`src/rtl/tev_stage.sv`:
```
module tev_stage #(
  parameter int CW = 8,
  parameter int RW = 11
) (
  input  logic              clk,
  input  logic              rst_n,
  input  logic              in_valid,
  output logic              in_ready,
  input  logic [23:0]       color_ctl,
  input  logic [23:4]       alpha_ctl,
  input  logic [4*CW-1:0]   tex_rgba,
  input  logic [4*CW-1:0]   ras_rgba,
  input  logic [4*CW-1:0]   konst_rgba,
  output logic [16*RW-1:0]  regs_o
);
  localparam int NREG = 4;
  localparam int NCH  = 4;
  localparam int IW   = RW + 4;
  localparam int PW   = 2*CW + 1;
  localparam logic [CW-1:0] MAXV = '1;
  localparam logic [CW-1:0] HALF = {1'b1, {(CW-1){1'b0}}};
  localparam logic signed [IW-1:0] SHI = IW'((1 << (RW-1)) - 1);
  localparam logic signed [IW-1:0] SLO = ~SHI;
  localparam logic signed [IW-1:0] CHI = $signed({{(IW-CW){1'b0}}, MAXV});

  logic signed [RW-1:0] rf [NREG][NCH];
  logic fire;

  assign in_ready = rst_n;
  assign fire = in_valid & in_ready;

  genvar gr, gc;
  generate
    for (gr = 0; gr < NREG; gr++) begin : g_reg
      for (gc = 0; gc < NCH; gc++) begin : g_ch
        assign regs_o[(gr*NCH+gc)*RW +: RW] = rf[gr][gc];
      end
    end
  endgenerate

  function automatic logic signed [RW-1:0] zr(input logic [CW-1:0] v);
    return $signed({{(RW-CW){1'b0}}, v});
  endfunction

  function automatic logic cmp_test(input logic [1:0] sh, input logic op,
                                    input logic [CW-1:0] la, lb,
                                    input logic [3*CW-1:0] pa, pb);
    logic gt, eq;
    case (sh)
      2'd0: begin gt = pa[CW-1:0] > pb[CW-1:0];     eq = pa[CW-1:0] == pb[CW-1:0];     end
      2'd1: begin gt = pa[2*CW-1:0] > pb[2*CW-1:0]; eq = pa[2*CW-1:0] == pb[2*CW-1:0]; end
      2'd2: begin gt = pa > pb;                     eq = pa == pb;                     end
      default: begin gt = la > lb;                  eq = la == lb;                     end
    endcase
    return op ? eq : gt;
  endfunction

  function automatic logic signed [RW-1:0] lane_calc(
      input logic [CW-1:0] a, b, c, input logic signed [RW-1:0] d,
      input logic [1:0] bias, shift, input logic op, clamp, tst);
    logic [PW-1:0] prod;
    logic [PW-1:0] q;
    logic signed [IW-1:0] s, dx, lv, cx;
    prod = PW'(a) * PW'(MAXV - c) + PW'(b) * PW'(c);
    q    = (prod + (prod >> CW) + PW'(1)) >> CW;
    dx   = IW'(d);
    lv   = $signed({{(IW-CW){1'b0}}, q[CW-1:0]});
    cx   = $signed({{(IW-CW){1'b0}}, c});
    if (bias == 2'd3) begin
      s = tst ? dx + cx : dx;
    end else begin
      s = op ? dx - lv : dx + lv;
      if (bias == 2'd1) s = s + $signed({{(IW-CW){1'b0}}, HALF});
      if (bias == 2'd2) s = s - $signed({{(IW-CW){1'b0}}, HALF});
      case (shift)
        2'd1:    s = s <<< 1;
        2'd2:    s = s <<< 2;
        2'd3:    s = s >>> 1;
        default: s = s;
      endcase
    end
    if (clamp) begin
      if (s > CHI) s = CHI;
      else if (s < 0) s = '0;
    end else begin
      if (s > SHI) s = SHI;
      else if (s < SLO) s = SLO;
    end
    return RW'(s);
  endfunction

  logic signed [RW-1:0] csrc [3][16];
  logic signed [RW-1:0] asrc [8];
  logic [CW-1:0]        opa [NCH];
  logic [CW-1:0]        opb [NCH];
  logic [CW-1:0]        opc [NCH];
  logic signed [RW-1:0] opd [NCH];
  logic                 tst [NCH];
  logic signed [RW-1:0] res [NCH];
  logic [3*CW-1:0]      pa, pb;

  always_comb begin
    for (int ch = 0; ch < 3; ch++) begin
      for (int k = 0; k < NREG; k++) begin
        csrc[ch][2*k]   = rf[k][ch];
        csrc[ch][2*k+1] = rf[k][3];
      end
      csrc[ch][8]  = zr(tex_rgba[ch*CW +: CW]);
      csrc[ch][9]  = zr(tex_rgba[3*CW +: CW]);
      csrc[ch][10] = zr(ras_rgba[ch*CW +: CW]);
      csrc[ch][11] = zr(ras_rgba[3*CW +: CW]);
      csrc[ch][12] = zr(MAXV);
      csrc[ch][13] = zr(HALF);
      csrc[ch][14] = zr(konst_rgba[ch*CW +: CW]);
      csrc[ch][15] = '0;
      opa[ch] = csrc[ch][color_ctl[15:12]][CW-1:0];
      opb[ch] = csrc[ch][color_ctl[11:8]][CW-1:0];
      opc[ch] = csrc[ch][color_ctl[7:4]][CW-1:0];
      opd[ch] = csrc[ch][color_ctl[3:0]];
    end
    for (int k = 0; k < NREG; k++) asrc[k] = rf[k][3];
    asrc[4] = zr(tex_rgba[3*CW +: CW]);
    asrc[5] = zr(ras_rgba[3*CW +: CW]);
    asrc[6] = zr(konst_rgba[3*CW +: CW]);
    asrc[7] = '0;
    opa[3] = asrc[alpha_ctl[15:13]][CW-1:0];
    opb[3] = asrc[alpha_ctl[12:10]][CW-1:0];
    opc[3] = asrc[alpha_ctl[9:7]][CW-1:0];
    opd[3] = asrc[alpha_ctl[6:4]];
    pa = {opa[2], opa[1], opa[0]};
    pb = {opb[2], opb[1], opb[0]};
    for (int ch = 0; ch < 3; ch++) begin
      tst[ch] = cmp_test(color_ctl[21:20], color_ctl[18], opa[ch], opb[ch], pa, pb);
      res[ch] = lane_calc(opa[ch], opb[ch], opc[ch], opd[ch], color_ctl[17:16],
                          color_ctl[21:20], color_ctl[18], color_ctl[19], tst[ch]);
    end
    tst[3] = cmp_test(alpha_ctl[21:20], alpha_ctl[18], opa[3], opb[3], pa, pb);
    res[3] = lane_calc(opa[3], opb[3], opc[3], opd[3], alpha_ctl[17:16],
                       alpha_ctl[21:20], alpha_ctl[18], alpha_ctl[19], tst[3]);
  end

  always_ff @(posedge clk) begin
    if (!rst_n) begin
      for (int r = 0; r < NREG; r++)
        for (int ch = 0; ch < NCH; ch++)
          rf[r][ch] <= '0;
    end else if (fire) begin
      for (int ch = 0; ch < 3; ch++) rf[color_ctl[23:22]][ch] <= res[ch];
      rf[alpha_ctl[23:22]][3] <= res[3];
    end
  end

  AST_RESET_CLEAR: assert property (@(posedge clk) !rst_n |=> regs_o == '0);
  AST_COLOR_CLAMP: assert property (@(posedge clk) disable iff (!rst_n)
    fire && color_ctl[19] |=> rf[$past(color_ctl[23:22])][0] >= 0 &&
                              rf[$past(color_ctl[23:22])][0] <= zr(MAXV));
  AST_ALPHA_CLAMP: assert property (@(posedge clk) disable iff (!rst_n)
    fire && alpha_ctl[19] |=> rf[$past(alpha_ctl[23:22])][3] >= 0 &&
                              rf[$past(alpha_ctl[23:22])][3] <= zr(MAXV));
  AST_CMP_NOT_BELOW: assert property (@(posedge clk) disable iff (!rst_n)
    fire && color_ctl[17:16] == 2'd3 && !color_ctl[19]
      |=> rf[$past(color_ctl[23:22])][0] >= $past(opd[0]));
  AST_W0_UNTOUCHED: assert property (@(posedge clk) disable iff (!rst_n)
    fire && color_ctl[23:22] != 2'd0 && alpha_ctl[23:22] != 2'd0
      |=> $stable(regs_o[NCH*RW-1:0]));
  AST_IDLE_HOLD: assert property (@(posedge clk) disable iff (!rst_n)
    !in_valid |=> $stable(regs_o));
endmodule

```
`config.mk`:
```
export PLATFORM = sky130hd
export DESIGN_NAME = tev_stage
export DESIGN_NICKNAME = d
export VERILOG_FILES = /design/src/rtl/tev_stage.sv
export SDC_FILE = /design/constraint.sdc
export NUM_CORES = 2
export LEC_CHECK = 0
export BUFFER_PORTS_ARGS = -buffer_cell sky130_fd_sc_hd__buf_2
export CAP_MARGIN = 20
export CORE_MARGIN = 2
export CORE_UTILIZATION = 45
export CTS_CLUSTER_SIZE = 8
export DETAILED_ROUTE_END_ITERATION = 8
export PLACE_DENSITY = 0.58
export SLEW_MARGIN = 10
export SYNTH_ARGS = -nofsm -noshare
export SYNTH_HDL_FRONTEND = slang
export SYNTH_SLANG_ARGS = --single-unit
```
`constraint.sdc`:
```
create_clock -name clk -period 16.23 [get_ports clk]
set_input_delay 0.8115 -clock clk [delete_from_list [all_inputs] [get_ports clk]]
set_output_delay 0.8115 -clock clk [all_outputs]
set_load 0.05 [all_outputs]
```
### Yosys cells after proc, flatten, opt, wreduce, memory -nomap -nowiden

Memory sizes are Yosys's and may differ from the RTL's.
Cells that the tools add are included.

| word-level totals | value |
|---|---|
| RAM bits | 176 |
| input port bits | 143 |
| logic and storage cells | 224 |
| memories | 1 |
| output and inout port bits | 177 |
| register bits after elaboration | 0 |

Memory list:

| name | depth | bits a word | read ports | clocked after memory_dff | write ports | line | RTL |
|---|---|---|---|---|---|---|---|
| rf | 4 | 44 | 4 | 0 | 4 | 26 | `logic signed [RW-1:0] rf [NREG][NCH];` |

| cells by class | value |
|---|---|
| $add $sub $neg | 36 |
| bitwise gates (word level) | 9 |
| eq/ne operators | 18 |
| multiplexer cells | 118 |
| reduce and logical (&&, ||, !) cells | 4 |
| magnitude comparators | 30 |
| multipliers | 8 |

Operators with widths:

| operator | number |
|---|---|
| binary-select mux 11 bit (select 4 bit) | 12 |
| two-way mux 15 bit | 24 |
| two-way mux 11 bit | 28 |
| two-way mux 8 bit | 24 |
| case mux 15 bit (3 select lines) | 4 |
| binary-select mux 11 bit (select 3 bit) | 4 |
| adder 11 x 9 -> 12 bit | 8 |
| two-way mux 44 bit | 2 |
| OR reduction 44 bit | 2 |
| adder 17 x 16 -> 17 bit | 4 |
| multiplier 9 x 9 -> 17 bit | 4 |
| adder 16 x 1 -> 16 bit (second input constant) | 4 |
| adder 16 x 9 -> 16 bit | 4 |
| multiplier 8 x 8 -> 16 bit | 4 |
| adder 15 x 9 -> 15 bit (second input constant) | 4 |
| > comparator 15 x 11 -> 1 bit (second input constant) | 4 |
| > comparator 15 x 9 -> 1 bit (second input constant) | 4 |
| < comparator 15 x 1 -> 1 bit (second input constant) | 4 |
| < comparator 15 x 11 -> 1 bit (second input constant) | 4 |
| subtractor 15 x 9 -> 15 bit (second input constant) | 4 |
| subtractor 11 x 9 -> 12 bit | 4 |
| subtractor 8 x 8 -> 9 bit (first input constant) | 4 |
| equality test 8 bit | 4 |
| > comparator 8 bit | 4 |
| other kinds (16) | 55 |

### Longest topological paths before layout

| logic depth | value |
|---|---|
| depth in word-level cells | 23 |
| mapped depth | 65 |
| gate-level depth less buffers | 61 |

### Least setup slack after synthesis

Ideal clock, no wire load.

| timing path | value |
|---|---|
| path type | input-to-reg |
| start point | input port color_ctl[12] |
| end point | memory rf[2][11] (netlist name) (data pin) |
| setup slack | 2.039 ns |
| data required time | 15.961 ns |
| setup time | 0.269 ns |
| buffers on the path | 5 |
| data arrival time | 13.922 ns |
| cell stages on the path | 60 |
| path through | buf_6 -> buf_2 -> buf_1 -> clkinv_1 -> clkbuf_1 -> buf_1 -> a21oi_1 -> nor3_1 -> o41ai_1 -> inv_1 -> nand2_1 -> fa_1 -> fa_1 -> inv_1 -> fa_1 -> fa_1 -> fa_1 -> inv_1 -> (+24 left out) -> a2111oi_0 -> nor3_1 -> xnor2_1 -> ha_1 -> mux2i_1 -> ha_1 -> nand2_1 -> inv_1 -> nand3_1 -> mux2_2 -> xnor2_1 -> and3_1 -> a211o_1 -> a211oi_1 -> o2bb2ai_2 -> a41oi_2 -> o211ai_2 -> o21ai_1 |

RTL lines:

| item | line | RTL |
|---|---|---|
| start: declaration | 9 | `input logic [23:0] color_ctl,` |
| end: declaration | 26 |  |

==> flow_summary.yaml <==
worst_hold_path:
  hp-start: "color_ctl[19]"
  hold_path_class: "primary input to flop"
  min_to: "rf[1][32]"
  whs_path_depth: 2
setup_path:
  rrSetupSlack_ps: 850
  r2r-end: "rf[0][40]"
  crit_path_start_kind: "primary input"
  path_buf_inv: 9
  cp_top_family: "compound AO/OA/AOI/OAI gates"
  r2r-start: "rf[0][7]"
  crit_type: "primary input to flop"
  crit_fanout: 53
  cpMostUsedCell: "nand2_1"
  crit_arrival_ps: 15630
  max_stage_delay_ps: 570
  slowest_stage: "fa_1"
  endpoint_kind: "flop"
  required_ps: 16380
  r2r_cells: 56
  crit_start: "color_ctl[4]"
sta:
  relSlewSlack_pct: 14.5
  finalWorstPathRequiredPeriod_ps: 15480
  finalCritPeriodShare_pct: 95.4
  fmax_mhz: 64.6
  rsz0062_at_grt: "no"
  tightest_slew_ps: 1280
  maxSlewViolCount: 0
  timing.setup.tns_ps: 0
  hold_viol_final: 0
  setup_violations: 0
  fin_skew_ps: 15.7
synth:
  synth_most_common_cell: "nand2_1"
  synth-seq-area-share_pct: 11.1
  synth_ff_type: "edfxtp_1"
  synthTopCellsByCount: "nand2_1, inv_1, a21oi_1"
  synth_edf_count: 176
  ys.warnings.count: 0
  synth.area.top_cells: "fa_1, ha_1, edfxtp_1"
  synth_area_mm2: 0.0475
  synth.avg_cell_area_um2: 7.80
  synth_top_area_share_pct: 16.7
  ys_types: 120
  yosys.area.top_type: "fa_1"
  synthesis.instances: 6090
  async_flop_share_pct: 0
  synth_seq_cells: 176
clock_tree:
  ctsHoldBuffers: 0
  cts.sinks: 176
  cts_buffers: 17
  cts_tree: "done"
  clk_pin_slew_ps: 80
  clk_path_buf_depth: 2
  root_buffer: "clkbuf_16"
  clk_latency_ps: 460
  htreeDepth: 4
route:
  vias_per_cell: 6.41
  drtIter0Drc: 6673
  drt_pass1_iterations: 8
  wl_mm: 221
  dr_total_vias: 49700
  wire_per_inst_um: 28.4
  antenna_left: 0
  drc: 0
floorplanning:
  die-area_mm2: 0.108
  row_count: 119
  io_pins: 320
  core_mm2: 0.105
  die_h_um: 329
  die_w_um: 329
  initial_core_util_pct: 45.2
run_status:
  status: "completed"
placed_design:
  port-buffer-count: 319
  hpwl_mm: 178
  place_congestion: 1.04
finish:
  syn_to_final_growth_pct: 10.1
  top_regs: "rf (176)"
  fill_cells: 10500
  drive_gt1_share_pct: 13.6
  largest_reg_flops: 176
  top_register: "rf"
  nets: 7319
grt:
  grt_pass1_wl_mm: 319
  grt_max_degree: 72
  grt_pass1_vias: 46700
  globalRouteOverflowTotal: 0
  grt_antenna_before_repair: 22
  grt_use_total_pct: 39.9
job:
  maxCapViolCount: 0
final cells by class:
| class | count | area [um2] | share of cell area (%) |
|---|---|---|---|
| multi-input cells | 4906 | 38600 | 73.9 |
| flip-flops and latches | 176 | 5290 | 10.1 |
| repair buffers | 550 | 3430 | 6.56 |
| inverters | 685 | 2570 | 4.93 |
| well taps | 1391 | 1740 | 3.33 |
| clock buffers | 18 | 429 | 0.821 |
| clock inverters | 14 | 163 | 0.311 |
| diodes | 16 | 40.0 | 0.0766 |
routing by layer:
| metal | vias up | share of wire, % | track usage, % |
|---|---|---|---|
| li1 | 21900 | - | - |
| met1 | 24000 | 40 | 54.3 |
| met2 | 3258 | 41 | 57.0 |
| met3 | 556 | 14 | 13.0 |
| met4 | 0 | 5.7 | 18.9 |
| met5 | - | 0 | 0 |
layout by cell type, fill, tap and decap left out, drive strengths merged, types with 69 or more instances in the layout:
cell    synthesis  final
fa            396    396
mux2i         115    115
inv           681    689
or2            74     74
a21oi         590    590
o221ai         98     98
ha            444    444
o21ai         336    336
and2           69     69
nor3          163    163
nand2b        151    151
nand2         778    778
xnor2         139    139
nor2          507    507
a211oi         76     76
edfxtp        176    176
buf            90    549
cell families after synthesis:
family | Yosys count | synth area share [%]
fa+ha+maj | 840 | 28.4
flops | 176 | 11.1
compound gates | 1672 | 23.5
simple gates | 1987 | 19.1
buf+inv | 1011 | 8.27
xor+xnor | 200 | 3.84
other cells | 1 | 0.00790
mux | 203 | 5.82
per-stage QoR:
stage	area, um2	hold WS (ps)	setup slack [ps]	cells	utilization [%]
after floorplan	47500	1070	2040	6093	-
after global placement	51600	1380	126	7705	49.1
after detailed placement	51600	1390	190	7706	49.1
after CTS	52200	920	633	7738	49.7
after global routing	52300	926	9.52	7751	49.8
final	52300	941	750	7756	49.8
worst max-delay path by stage:
stage | slack, ps | to | cells after the start
after floorplan | 2040 | rf[2][11] | 60
after CTS | 630 | rf[1][0] | 57
after detailed placement | 190 | rf[1][0] | 56
after global routing | 10 | rf[1][0] | 56
final | 750 | rf[0][40] | 58
after global placement | 130 | rf[3][3] | 52
timing repair:
item                       CTS  global route
setup endpoints to repair    0            80
gates resized for setup      0            12
buffers inserted             0             0
Power is not shown: default switching activity piles up to over one toggle a cycle in this logic, so the estimate is an artifact.
